--- config.mk ---
export PLATFORM = sky130hd
export DESIGN_NAME = chunk_bank_sel
export DESIGN_NICKNAME = d
export VERILOG_FILES = /design/src/rtl/cbs_pkg.sv /design/src/rtl/cbs_regfile.sv /design/src/rtl/cbs_decode.sv /design/src/rtl/chunk_bank_sel.sv
export SDC_FILE = /design/constraint.sdc
export NUM_CORES = 1
export LEC_CHECK = 0
export CORE_MARGIN = 2
export CORE_UTILIZATION = 33
export DETAILED_ROUTE_END_ITERATION = 12
export PLACE_DENSITY_LB_ADDON = 0.15
export SLEW_MARGIN = 5
export SYNTH_ARGS = -nofsm -noshare
export SYNTH_HDL_FRONTEND = slang
export SYNTH_SLANG_ARGS = --single-unit
--- constraint.sdc ---
create_clock -name clk -period 3.1 [get_ports clk]
set_input_delay 0.775 -clock clk [delete_from_list [all_inputs] [get_ports clk]]
set_output_delay 0.775 -clock clk [all_outputs]
set_load 0.01 [all_outputs]
--- src/rtl/cbs_pkg.sv ---
package cbs_pkg;
    parameter int ADDR_W  = 16;
    parameter int CHUNK_W = 3;
    localparam int NCHUNK = 1 << CHUNK_W;
    localparam int OFS_W  = ADDR_W - CHUNK_W;

    typedef struct packed {
        logic [NCHUNK-1:0] route;
        logic              use_dock;
    } map_state_t;
endpackage

--- src/rtl/cbs_regfile.sv ---
module cbs_regfile
    import cbs_pkg::*;
#(
    parameter int          IO_W       = 8,
    parameter logic [7:0]  ROUTE_PORT = 8'h40,
    parameter logic [7:0]  SRC_PORT   = 8'h41
) (
    input  logic            clk,
    input  logic            rst_n,
    input  logic            io_wr,
    input  logic [IO_W-1:0] io_addr,
    input  logic [IO_W-1:0] io_wdata,
    output map_state_t      map_o
);
    map_state_t st_d, st_q;
    logic unused_hi;

    assign unused_hi = ^io_wdata[IO_W-1:1];

    always_comb begin
        st_d = st_q;
        if (io_wr && io_addr == ROUTE_PORT[IO_W-1:0])
            st_d.route = io_wdata[NCHUNK-1:0];
        if (io_wr && io_addr == SRC_PORT[IO_W-1:0])
            st_d.use_dock = io_wdata[0];
    end

    always_ff @(posedge clk) begin
        if (!rst_n) st_q <= '0;
        else        st_q <= st_d;
    end

    assign map_o = st_q;
endmodule

--- src/rtl/cbs_decode.sv ---
module cbs_decode
    import cbs_pkg::*;
(
    input  logic              mem_req,
    input  logic [ADDR_W-1:0] addr,
    input  map_state_t        map_i,
    output logic              ce_home,
    output logic              ce_ext,
    output logic              ce_dock,
    output logic [OFS_W-1:0]  offset
);
    logic [NCHUNK-1:0] hit;
    logic              routed;

    for (genvar i = 0; i < NCHUNK; i++) begin : g_chunk
        assign hit[i] = (addr[ADDR_W-1:OFS_W] == CHUNK_W'(i)) && map_i.route[i];
    end

    always_comb begin
        routed  = |hit;
        ce_home = mem_req && !routed;
        ce_ext  = mem_req && routed && !map_i.use_dock;
        ce_dock = mem_req && routed && map_i.use_dock;
        offset  = addr[OFS_W-1:0];
    end
endmodule

--- src/rtl/chunk_bank_sel.sv ---
module chunk_bank_sel
    import cbs_pkg::*;
#(
    parameter logic [7:0] ROUTE_PORT = 8'h40,
    parameter logic [7:0] SRC_PORT   = 8'h41
) (
    input  logic        clk,
    input  logic        rst_n,
    input  logic        io_wr,
    input  logic [7:0]  io_addr,
    input  logic [7:0]  io_wdata,
    input  logic        mem_req,
    input  logic [15:0] addr,
    output logic        ce_home,
    output logic        ce_ext,
    output logic        ce_dock,
    output logic [12:0] offset
);
    map_state_t map_q;

    cbs_regfile #(.IO_W(8), .ROUTE_PORT(ROUTE_PORT), .SRC_PORT(SRC_PORT)) u_regs (
        .clk(clk), .rst_n(rst_n), .io_wr(io_wr), .io_addr(io_addr),
        .io_wdata(io_wdata), .map_o(map_q)
    );

    cbs_decode u_dec (
        .mem_req(mem_req), .addr(addr), .map_i(map_q),
        .ce_home(ce_home), .ce_ext(ce_ext), .ce_dock(ce_dock), .offset(offset)
    );
endmodule

# Word level (Yosys, flattened, before mapping)

Cells that the tools add are included.

Bits in registers: 9
Input bits: 36

Eq/ne operators: 9
Reduce and logical (&&, ||, !) cells: 18

Operators by type and width:

| operator                                             | count |
|---|---|
| equality test 8 x 7 -> 1 bit (second input constant) | 2 |
| logical AND 1 bit                                    | 14 |
| equality test 3 bit (second input constant)          | 4 |
| OR reduction 8 bit                                   | 1 |
| equality test 3 x 2 -> 1 bit (second input constant) | 2 |
| equality test 3 x 1 -> 1 bit (second input constant) | 1 |
| logical NOT 3 bit                                    | 1 |
| logical NOT 1 bit                                    | 2 |

# Depth between registers and ports, before layout

Gate-level depths: netlist of run 1.

Depth in word-level cells: 5
Depth in mapped cells: 4
Gate-level depth less buffers: 3

# Hierarchy

A second synthesis of run 1 with hierarchy kept.

Cell total of the unflattened synthesis: 69
Area, all modules: 601.8 um^2

Modules (own cells, without submodules):

| module      | times used | cells an instance | area each (um^2) | sequential area each (um^2) |
|---|---|---|---|---|
| cbs_regfile | 1          | 42                | 389.1            | 180.2 |
| cbs_decode  | 1          | 27                | 212.7            | 0.0 |

# Worst setup path before layout of run 1

Ideal clock, no wire load.

Path type: in2out
Start: input addr[15]
End: output ce_home
Arrival: 1614 ps
Slack: 711 ps
Stages on the path: 3
Path buffers: 0
Cell sequence: nor2b_1 > a2111oi_0 > o31a_1

Word-level cells in the longest chain between the ends: 5

RTL lines:

| element                                              | RTL line             | text |
|---|---|---|
| from (decl)                                          | chunk_bank_sel.sv:13 | `input logic [15:0] addr,` |
| equality test 3 x 1 -> 1 bit (tied with other cells) | cbs_decode.sv:16     | `assign hit[i] = (addr[ADDR_W-1:OFS_W] == CHUNK_W'(i)) && map_i.route[i];` |
| logical AND 1 bit                                    | cbs_decode.sv:16     |  |
| OR reduction 8 bit *                                 | cbs_decode.sv:20     | `routed = \|hit;` |
| logical NOT 1 bit *                                  | cbs_decode.sv:21     | `ce_home = mem_req && !routed;` |
| logical AND 1 bit *                                  | cbs_decode.sv:21     |  |
| to (decl)                                            | chunk_bank_sel.sv:14 | `output logic ce_home,` |

Every way passes the cells marked *; elsewhere a longest branch is shown, timed or not.

# Worst setup path in the final report of run 1

Start: input addr[13]
End: output ce_dock

Word-level cells in the longest chain between the ends: 5

RTL lines:

| element                                              | RTL line             | text |
|---|---|---|
| equality test 3 x 1 -> 1 bit (tied with other cells) | cbs_decode.sv:16     |  |
| logical AND 1 bit                                    | cbs_decode.sv:16     |  |
| OR reduction 8 bit *                                 | cbs_decode.sv:20     |  |
| logical AND 1 bit * (2 in a row)                     | cbs_decode.sv:23     | `ce_dock = mem_req && routed && map_i.use_dock;` |
| to (decl)                                            | chunk_bank_sel.sv:16 | `output logic ce_dock,` |

Marks and branches as above.

==> impl_metrics.py, run 1 <==
metrics = {
    "critical_path": {
        "r2r_cells": 2,
        "end_kind": "primary output",
        "crit_arrival_ns": 2.21,
        "start_kind": "primary input",
        "critical_path_required_ns": 2.32,
        "reg2reg_slack_ns": 2.49,
        "crit_path_max_fanout": 4,
        "path_class": "in -> out",
    },
    "timing": {
        "tns_ns": 0,
        "worstMarginPinSlew_ns": 0.536,
        "relSlewSlack_pct": 64.1,
        "setup_viol": 0,
        "final_max_slew_viol_count": 0,
        "fin_ws_ns": 0.116,
        "fin_crit_sh_pct": 96.2,
        "final_hold_viol_count": 0,
        "clock_skew_ns": 0,
        "rsz0062_at_grt": "no",
        "period_minus_slack_ns": 2.98,
        "holdWs_ns": 0.456,
        "fmax_ghz": 0.335,
    },
    "hold_path": {
        "min_path_cells": 2,
        "min_path_type": "reg -> reg",
    },
    "clocking": {
        "clk_path_buf_depth": 2,
        "cts.sinks": 9,
        "htreeDepth": 1,
        "cts_hold_buf": 0,
        "clk_pin_slew_ns": 0.06,
        "cts-buffers-inserted": 3,
        "cts_tree": "done",
        "cts_setup_buffers": 0,
        "root_buffer": "clkbuf_4",
        "clk_latency_ns": 0.25,
    },
    "global_routing": {
        "grt_max_degree": 18,
        "antenna_found_initial": 0,
        "overflow": 0,
        "grt_pass1_wl_mm": 1.81,
        "track_usage_pct": 11.7,
        "grt_pass1_vias": 444,
    },
    "logic_synthesis": {
        "synth.distinct_cells": 18,
        "synth_top_area_cell": "dfxtp_1",
        "yosysTopAreaCellShare_pct": 30.5,
        "synthTopCellsByArea": "dfxtp_1 31%, buf_4 17%, mux2i_1 15%",
        "seq_area_frac_synth_pct": 30.5,
        "ys_seq_elements": 9,
        "netlist_instances": 69,
        "synth.avg_cell_area_sq_um": 8.56,
        "synthesis.area_sq_um": 591,
        "synth_fp_nets": 105,
        "ys_warn_count": 0,
    },
    "place": {
        "dp_worst_setup_slack_ns": -0.378,
        "hpwl_um": 892,
        "io_buffer_count": 25,
        "dpl_cell_area_sq_um": 797,
        "dpl.cell_count": 108,
        "gp_congestion": 0.736,
    },
    "flow_run": {
        "cap_viol_max_count": 0,
    },
    "finish": {
        "final_nets": 124,
        "final_cell_area_sq_um": 841,
        "layout-drive-gt1-share_pct": 18.4,
        "area_growth_pct": 42.4,
        "diodes": 0,
        "largest_register_ffs": 9,
        "fin_cells": 112,
    },
    "detailed_routing": {
        "viasPerCell": 4.59,
        "vias": 514,
        "drtAntennaViolNets": 0,
        "wirelength_mm": 1.12,
        "wl_per_cell_um": 9.99,
        "drc": 0,
        "first_pass_iters": 3,
        "drt_iter0_drc": 3,
    },
    "power_and_ir_drop": {
        "p_seq_share_pct": 45.2,
        "power.density_nw_per_um2": 305,
        "p_leak_nw": 0.329,
        "switching_share_pct": 21.6,
        "ir_worst_vdd_uv": 184,
        "comb_power_share_pct": 20.5,
        "switchingPower_mw": 0.0553,
        "p_clk_share_pct": 34.3,
        "power.internal_mw": 0.201,
    },
    "die": {
        "die_area_sq_um": 2140,
        "row_count": 15,
        "coreArea_sq_um": 1710,
        "io_pins": 52,
        "dieHeight_um": 46.3,
        "initial_core_util_pct": 34.6,
        "die_x_um": 46.3,
    },
    "run_status": {
        "status": "finished clean",
    },
}
==> timing repair <==
action | 4_1_cts | 5_1_grt
hold endpoints to repair | 0 | 0
setup endpoints to repair | 3 | 1
resized for setup | 10 | 1
==> cells in the mapped netlist <==
| cell | instances |
|---|---|
| o31a_1 | 1 |
| clkbuf_1 | 2 |
| inv_1 | 1 |
| nor2b_1 | 1 |
| nor3_4 | 1 |
| nand2_1 | 19 |
| nor3b_1 | 1 |
| mux2i_1 | 9 |
| o22ai_1 | 1 |
| mux2_2 | 3 |
| nor4_1 | 2 |
| nand2b_1 | 2 |
| dfxtp_1 | 9 |
| buf_4 | 13 |
| nand4bb_1 | 1 |
| a2111oi_0 | 1 |
| nor3_1 | 1 |
| or4_4 | 1 |
==> cell usage in the layout, fill, tap and decap left out, drive strengths merged, types with 2 or more instances in the layout <==
cell	n
buf	4
dfxtp	9
mux2	3
clkbuf	4
clkdlybuf4s50	20
nand2	19
nor3	2
nand2b	2
nor4	2
mux2i	9
dlygate4sd2	3
==> final cells by class <==
class                           instances  area (sq um)
Fill cell                             173           867
Multi-Input combinational cell         44           319
Timing Repair Buffer                   29           280
Sequential cell                         9           180
Tap cell                               25          31.3
Clock buffer                            4          26.3
Inverter                                1          3.75
==> cell families (layout without fill, tap and decap cells) <==
family                 count (synthesis)  after routing  share of synthesized area (%)
AO/OA/AOI/OAI                          3              3                           4.03
multiplexers                          12             12                           21.0
flip-flops                             9              9                           30.5
buffers and inverters                 16             34                           18.4
AND/OR/NAND/NOR                       29             29                           26.1
==> layer usage <==
metal	vias to the layer above	GRT usage [%]	share of wire, %
met3	0	4.31	9.3
met4	0	3.43	0
met2	27	16.4	45
li1	258	-	-
met5	-	0	0
met1	229	16.5	46
==> through the flow <==
step | util, % | power [mW]
floorplan | - | 0.150
global placement | 46.7 | 0.171
detailed placement | 46.7 | 0.171
CTS | 49.1 | 0.261
global route | 49.2 | 0.272
finish | 49.2 | 0.256
==> final timing paths <==
kind / startpoint / to
worst max-delay path: addr[13] / ce_dock
worst min-delay path: u_regs.map_o[8]$_SDFFE_PN0P_ / u_regs.map_o[8]$_SDFFE_PN0P_
worst min register to register: u_regs.map_o[8]$_SDFFE_PN0P_ / u_regs.map_o[8]$_SDFFE_PN0P_
worst max register to register: u_regs.map_o[5]$_SDFFE_PN0P_ / u_regs.map_o[5]$_SDFFE_PN0P_
==> power by group through the flow <==
stage,clock network [mW],logic [mW],registers (mW)
3_3_place_gp,0,0.0525,0.118
2_1_floorplan,0,0.0313,0.118
6_report,0.0877,0.0525,0.116
4_1_cts,0.0922,0.0535,0.116
3_5_place_dp,0,0.0529,0.118
5_1_grt,0.0990,0.0575,0.116
==> critical path: stages <==
cell and delay (ns):
clkdlybuf4s50_1 0.53, nand2b_1 0.14, o22ai_2 0.09, buf_4 0.14, nor4_1 0.25, dlygate4sd2_1 0.29
Power figures use the tool's default switching activity.
==> run 2, diff against run 1 <==
--- a/config.mk
+++ b/config.mk
@@ -7,2 +7,3 @@
 export LEC_CHECK = 0
+export CAP_MARGIN = 40
 export CORE_MARGIN = 2
@@ -10,2 +11,3 @@
 export DETAILED_ROUTE_END_ITERATION = 12
+export MAX_ROUTING_LAYER = met4
 export PLACE_DENSITY_LB_ADDON = 0.15
--- a/constraint.sdc
+++ b/constraint.sdc
@@ -3,2 +3,2 @@
 set_output_delay 0.775 -clock clk [all_outputs]
-set_load 0.01 [all_outputs]
+set_load 0.02 [all_outputs]
==> run 2 against run 1 <==
Net effect:
- routed wire length rose by 2.1%
- sequential share of layout area increased by 0.39 points
- utilization down 0.88 points
- flip-flop and latch count unchanged
- critical endpoint unchanged
- critical path type unchanged
==> impl_metrics.py, run 2 (same netlist as run 1, synthesis figures left out) <==
metrics = {
    "run_status": {
        "status": "finished clean",
    },
    "hold_path": {
        "worstHoldStart": "u_regs.map_o[4]$_SDFFE_PN0P_",
        "min_path_cells": 2,
        "min_path_type": "reg -> reg",
        "holdPathEnd": "u_regs.map_o[4]$_SDFFE_PN0P_",
    },
    "place": {
        "dpl.cell_count": 108,
        "io_buffer_count": 25,
        "gp_congestion": 0.748,
        "dp_worst_setup_slack_ns": -0.449,
    },
    "timing": {
        "fin_ws_ns": 0.0582,
        "clock_skew_ns": 0,
        "period_minus_slack_ns": 3.04,
        "setup_viol": 0,
        "final_max_slew_viol_count": 0,
        "relSlewSlack_pct": 62.9,
        "final_hold_viol_count": 0,
        "rsz0062_at_grt": "no",
        "fmax_ghz": 0.329,
        "fin_crit_sh_pct": 98.1,
        "worstMarginPinSlew_ns": 0.555,
        "tns_ns": 0,
    },
    "finish": {
        "final_util_pct": 48.4,
        "multi_input_area_sq_um": 313,
        "diodes": 0,
        "fillers": 185,
        "largest_register_ffs": 9,
        "layout-drive-gt1-share_pct": 17.2,
        "area_growth_pct": 39.8,
        "fin_cells": 112,
        "final_common_cell": "clkdlybuf4s50_1",
        "final_nets": 124,
        "layout_common_cells": "21 x clkdlybuf4s50_1, 19 x nand2_1, 9 x mux2i_1, 9 x dfxtp_1, 4 x buf_4",
        "regArea_sq_um": 180,
    },
    "critical_path": {
        "r2r_end": "u_regs.map_o[0]$_SDFFE_PN0P_",
        "r2r_cells": 2,
        "critical_path_required_ns": 2.32,
        "crit_path_max_fanout": 4,
        "timing.rr.start": "u_regs.map_o[0]$_SDFFE_PN0P_",
        "reg2reg_slack_ns": 2.51,
        "end_kind": "primary output",
        "start_kind": "primary input",
        "path_class": "in -> out",
        "crit_arrival_ns": 2.27,
    },
    "clocking": {
        "root_buffer": "clkbuf_4",
        "cts.sinks": 9,
        "cts_tree": "done",
        "clk_latency_ns": 0.25,
        "clk_path_buf_depth": 2,
        "clk_pin_slew_ns": 0.06,
        "cts-buffers-inserted": 3,
        "htreeDepth": 1,
        "cts_setup_buffers": 0,
    },
    "die": {
        "coreArea_sq_um": 1710,
        "die_area_sq_um": 2140,
        "row_count": 15,
        "io_pins": 52,
        "dieHeight_um": 46.3,
        "die_x_um": 46.3,
        "initial_core_util_pct": 34.6,
    },
    "power_and_ir_drop": {
        "power.internal_mw": 0.200,
        "ir_worst_vdd_uv": 190,
        "switching_share_pct": 22.1,
        "p_seq_share_pct": 45.1,
        "p_clk_share_pct": 34.2,
        "switchingPower_mw": 0.0569,
        "p_leak_nw": 0.315,
        "comb_power_share_pct": 20.7,
        "power.density_nw_per_um2": 311,
    },
    "global_routing": {
        "grt_max_degree": 18,
        "antenna_found_initial": 0,
        "grt_pass1_vias": 450,
        "overflow": 0,
        "grt_pass1_wl_mm": 1.66,
        "track_usage_pct": 11.3,
    },
    "detailed_routing": {
        "vias": 522,
        "viasPerCell": 4.66,
        "first_pass_iters": 4,
        "drc": 0,
        "drt_iter0_drc": 7,
        "wirelength_mm": 1.14,
        "drtAntennaViolNets": 0,
        "wl_per_cell_um": 10.2,
    },
    "flow_run": {
        "cap_viol_max_count": 0,
    },
}
-- run 2: changes by cell type in the layout (fill, tap and decap cells not counted) --
cell	previous run	this run
a2111oi_2	1	0
buf_2	0	1
clkdlybuf4s15_2	1	0
dlymetal6s2s_1	1	0
clkdlybuf4s50_1	20	21
a2111oi_0	0	1
-- run 2: routing by layer --
metal / routed length (um) / vias up / GRT usage (%)
met2: 526 / 30 / 17.5
met5: 0 / - / -
met4: 17 / 0 / 5.14
met3: 107 / 3 / 2.75
li1: - / 263 / -
met1: 492 / 226 / 13.6
-- run 2: what timing repair did --
action	CTS	global route
setup endpoints to repair	3	1
hold buffers	0	0
gates cloned	0	0
resized for setup	9	1
-- run 2: area by class of cell --
type | count | area share, %
multi-input combinational | 44 | 37.9
inverter | 1 | 0.455
timing repair buffer | 29 | 32.9
tap | 25 | 3.79
sequential | 9 | 21.8
clock buffer | 4 | 3.18
-- run 2: worst max path at each step --
stage	from	endpoint	slack [ns]
floorplan	addr[15]	ce_dock	0.51
global placement	addr[15]	ce_home	-0.42
detailed placement	addr[15]	ce_ext	-0.45
CTS	addr[13]	ce_ext	0.05
global route	addr[13]	ce_dock	0.008
finish	addr[13]	ce_dock	0.06
-- run 2: power groups by stage --
stage | clock network (mW) | registers, mW | logic, mW
after global routing | 0.0946 | 0.116 | 0.0580
after detailed placement | 0 | 0.118 | 0.0545
after floorplan | 0 | 0.118 | 0.0399
after CTS | 0.0909 | 0.116 | 0.0544
after global placement | 0 | 0.118 | 0.0539
final | 0.0878 | 0.116 | 0.0532
-- run 2: worst max-delay path, cell delays in order --
cell and delay [ns]:
clkdlybuf4s50_1 0.51, nand2b_1 0.14, o22ai_2 0.09, buf_4 0.14, nor4_1 0.24, dlygate4sd2_1 0.36
-- run 2: per-stage QoR --
step / instance area, sq um / total power, mW / hold WS [ns]
floorplan: 591 / 0.158 / 0.430
CTS: 832 / 0.261 / 0.460
global route: 826 / 0.268 / 0.478
global placement: 797 / 0.172 / 0.443
detailed placement: 797 / 0.173 / 0.452
finish: 826 / 0.257 / 0.457
==> run 3, diff against run 2 <==
--- a/config.mk
+++ b/config.mk
@@ -9,4 +9,5 @@
 export CORE_MARGIN = 2
-export CORE_UTILIZATION = 33
+export CORE_UTILIZATION = 45
 export DETAILED_ROUTE_END_ITERATION = 12
+export DONT_BUFFER_PORTS = 1
 export MAX_ROUTING_LAYER = met4
==> constraint.sdc (replaced) <==
create_clock -name clk -period 3.1 [get_ports clk]
set_input_delay 0.62 -clock clk [delete_from_list [all_inputs] [get_ports clk]]
set_output_delay 0.62 -clock clk [all_outputs]
set_load 0.02 [all_outputs]
==> run 3 against run 2 <==
Net effect:
- utilization decreased by 5.4 points
- non-clock buffer count fell by 27
- clock skew unchanged
- combinational power fell by 71%
- sequential power barely moved
- critical path depth fell by 3
==> impl_metrics.py, run 3 (same netlist as run 1, synthesis figures left out) <==
metrics = {
    "run_status": {
        "status": "finished clean",
    },
    "timing": {
        "worstMarginPinSlew_ns": 0.828,
        "tns_ns": 0,
        "fin_crit_sh_pct": 76.5,
        "period_minus_slack_ns": 2.37,
        "setup_viol": 0,
        "fmax_ghz": 0.422,
        "final_max_slew_viol_count": 0,
        "rsz0062_at_grt": "no",
        "final_hold_viol_count": 0,
        "holdWs_ns": 0.457,
        "relSlewSlack_pct": 43.4,
        "fin_ws_ns": 0.729,
        "clock_skew_ns": 0,
    },
    "clocking": {
        "cts-buffers-inserted": 3,
        "htreeDepth": 1,
        "clk_path_buf_depth": 2,
        "cts_tree": "done",
        "clk_pin_slew_ns": 0.06,
        "cts.sinks": 9,
        "post_cts_resized": 0,
        "clk_latency_ns": 0.26,
        "cts_setup_buffers": 0,
        "cts_hold_buf": 0,
        "root_buffer": "clkbuf_4",
    },
    "critical_path": {
        "path_class": "reg -> out",
        "crit_path_max_fanout": 3,
        "r2r_cells": 2,
        "crit_buf_inv": 0,
        "r2r_end": "u_regs.map_o[0]$_SDFFE_PN0P_",
        "path_cells": "nor2b_1 > a2111oi_0 > o31a_1",
        "crit_slowest_cell": "a2111oi_0",
        "critical_path_required_ns": 2.48,
        "end_kind": "primary output",
        "reg2reg_slack_ns": 2.54,
        "crit_family": "compound AO/OA/AOI/OAI gates",
        "cp_slowest_stage_delay_ns": 0.74,
        "timing.rr.start": "u_regs.map_o[0]$_SDFFE_PN0P_",
        "start_kind": "flip-flop",
        "crit_arrival_ns": 1.75,
    },
    "global_routing": {
        "grt_pass1_wl_mm": 1.42,
        "overflow": 0,
        "track_usage_pct": 14.0,
        "antenna_found_initial": 0,
        "grt_pass1_vias": 373,
        "grt_max_degree": 18,
    },
    "hold_path": {
        "min_path_cells": 2,
        "holdPathEnd": "u_regs.map_o[3]$_SDFFE_PN0P_",
        "min_path_type": "reg -> reg",
        "worstHoldStart": "u_regs.map_o[3]$_SDFFE_PN0P_",
    },
    "detailed_routing": {
        "drt_iter0_drc": 11,
        "viasPerCell": 5.48,
        "drtAntennaViolNets": 0,
        "wl_per_cell_um": 13.5,
        "wirelength_mm": 1.02,
        "vias": 411,
        "first_pass_iters": 4,
        "drc": 0,
    },
    "power_and_ir_drop": {
        "ir_worst_vdd_uv": 187,
        "power.internal_mw": 0.172,
        "p_seq_share_pct": 52.2,
        "comb_power_share_pct": 6.9,
        "switching_share_pct": 22.3,
        "p_leak_nw": 0.192,
        "finalPower_mw": 0.222,
        "power.density_nw_per_um2": 407,
        "p_clk_share_pct": 40.9,
        "switchingPower_mw": 0.0495,
    },
    "die": {
        "dieHeight_um": 40.2,
        "die_x_um": 40.2,
        "coreArea_sq_um": 1270,
        "io_pins": 52,
        "row_count": 13,
        "initial_core_util_pct": 46.5,
        "die_area_sq_um": 1620,
    },
    "finish": {
        "diodes": 0,
        "layout-drive-gt1-share_pct": 16.7,
        "final_nets": 97,
        "area_growth_pct": -7.63,
        "final_common_cell": "nand2_1",
        "largest_register_ffs": 9,
        "fillers": 139,
        "layout_common_cells": "19 x nand2_1, 9 x mux2i_1, 9 x dfxtp_1",
    },
    "place": {
        "hpwl_um": 775,
        "dp_worst_setup_slack_ns": 0.806,
        "io_buffer_count": 0,
        "gp_congestion": 0.673,
    },
    "flow_run": {
        "cap_viol_max_count": 0,
    },
}
run 3: cell types whose count changed in the layout (fill, tap and decap cells not counted):
cell             delta
buf_2               -1
buf_4               -2
dlygate4sd2_1       -3
nor3b_1             +1
o22ai_1             +1
o22ai_2             -1
clkdlybuf4s50_1    -21
nor3b_2             -1
run 3: worst max path at each step:
stage / start / end / slack (ns) / cells past startpoint
after floorplan: addr[15] / ce_dock / 0.82 / 3
after global placement: addr[15] / ce_home / 0.80 / 3
after detailed placement: addr[15] / ce_home / 0.81 / 3
after CTS: u_regs.map_o[1]$_SDFFE_PN0P_ / ce_home / 0.75 / 3
after global routing: u_regs.map_o[1]$_SDFFE_PN0P_ / ce_home / 0.55 / 3
final: u_regs.map_o[1]$_SDFFE_PN0P_ / ce_home / 0.73 / 3
run 3: per-layer routing:
metal | GRT usage, % | share of wire [%]
met1 | 13.9 | 39
met2 | 21.8 | 43
met3 | 3.33 | 15
met4 | 14.2 | 2.5
met5 | - | 0
run 3: worst reg2reg max path: cells and delay by family, from the launching register on:
family | cells | cell delay, ns
flops | 1 | 0.34
mux | 1 | 0.10
simple gates | 1 | 0.05
run 3: area by class of cell:
cell class / count / area [sq um] / share of cell area, %
multi-input combinational: 44 / 302 / 55.3
sequential: 9 / 180 / 33.0
clock buffer: 4 / 26.3 / 4.82
tap: 15 / 18.8 / 3.44
timing repair buffer: 2 / 15.0 / 2.75
inverter: 1 / 3.75 / 0.688
run 3: stage by stage:
step / std cells / area [sq um] / util, %
finish: 75 / 546 / 43.0
global route: 75 / 546 / 43.0
CTS: 75 / 546 / 43.0
detailed placement: 71 / 519 / 40.9
global placement: 71 / 519 / 40.9
floorplan: 69 / 591 / -
run 3: power groups by stage:
stage / Clock, mW / Combinational [mW] / Sequential [mW]
CTS: 0.0942 / 0.0154 / 0.116
global placement: 0 / 0.0151 / 0.118
global route: 0.0988 / 0.0168 / 0.116
floorplan: 0 / 0.0399 / 0.118
finish: 0.0908 / 0.0153 / 0.116
detailed placement: 0 / 0.0153 / 0.118
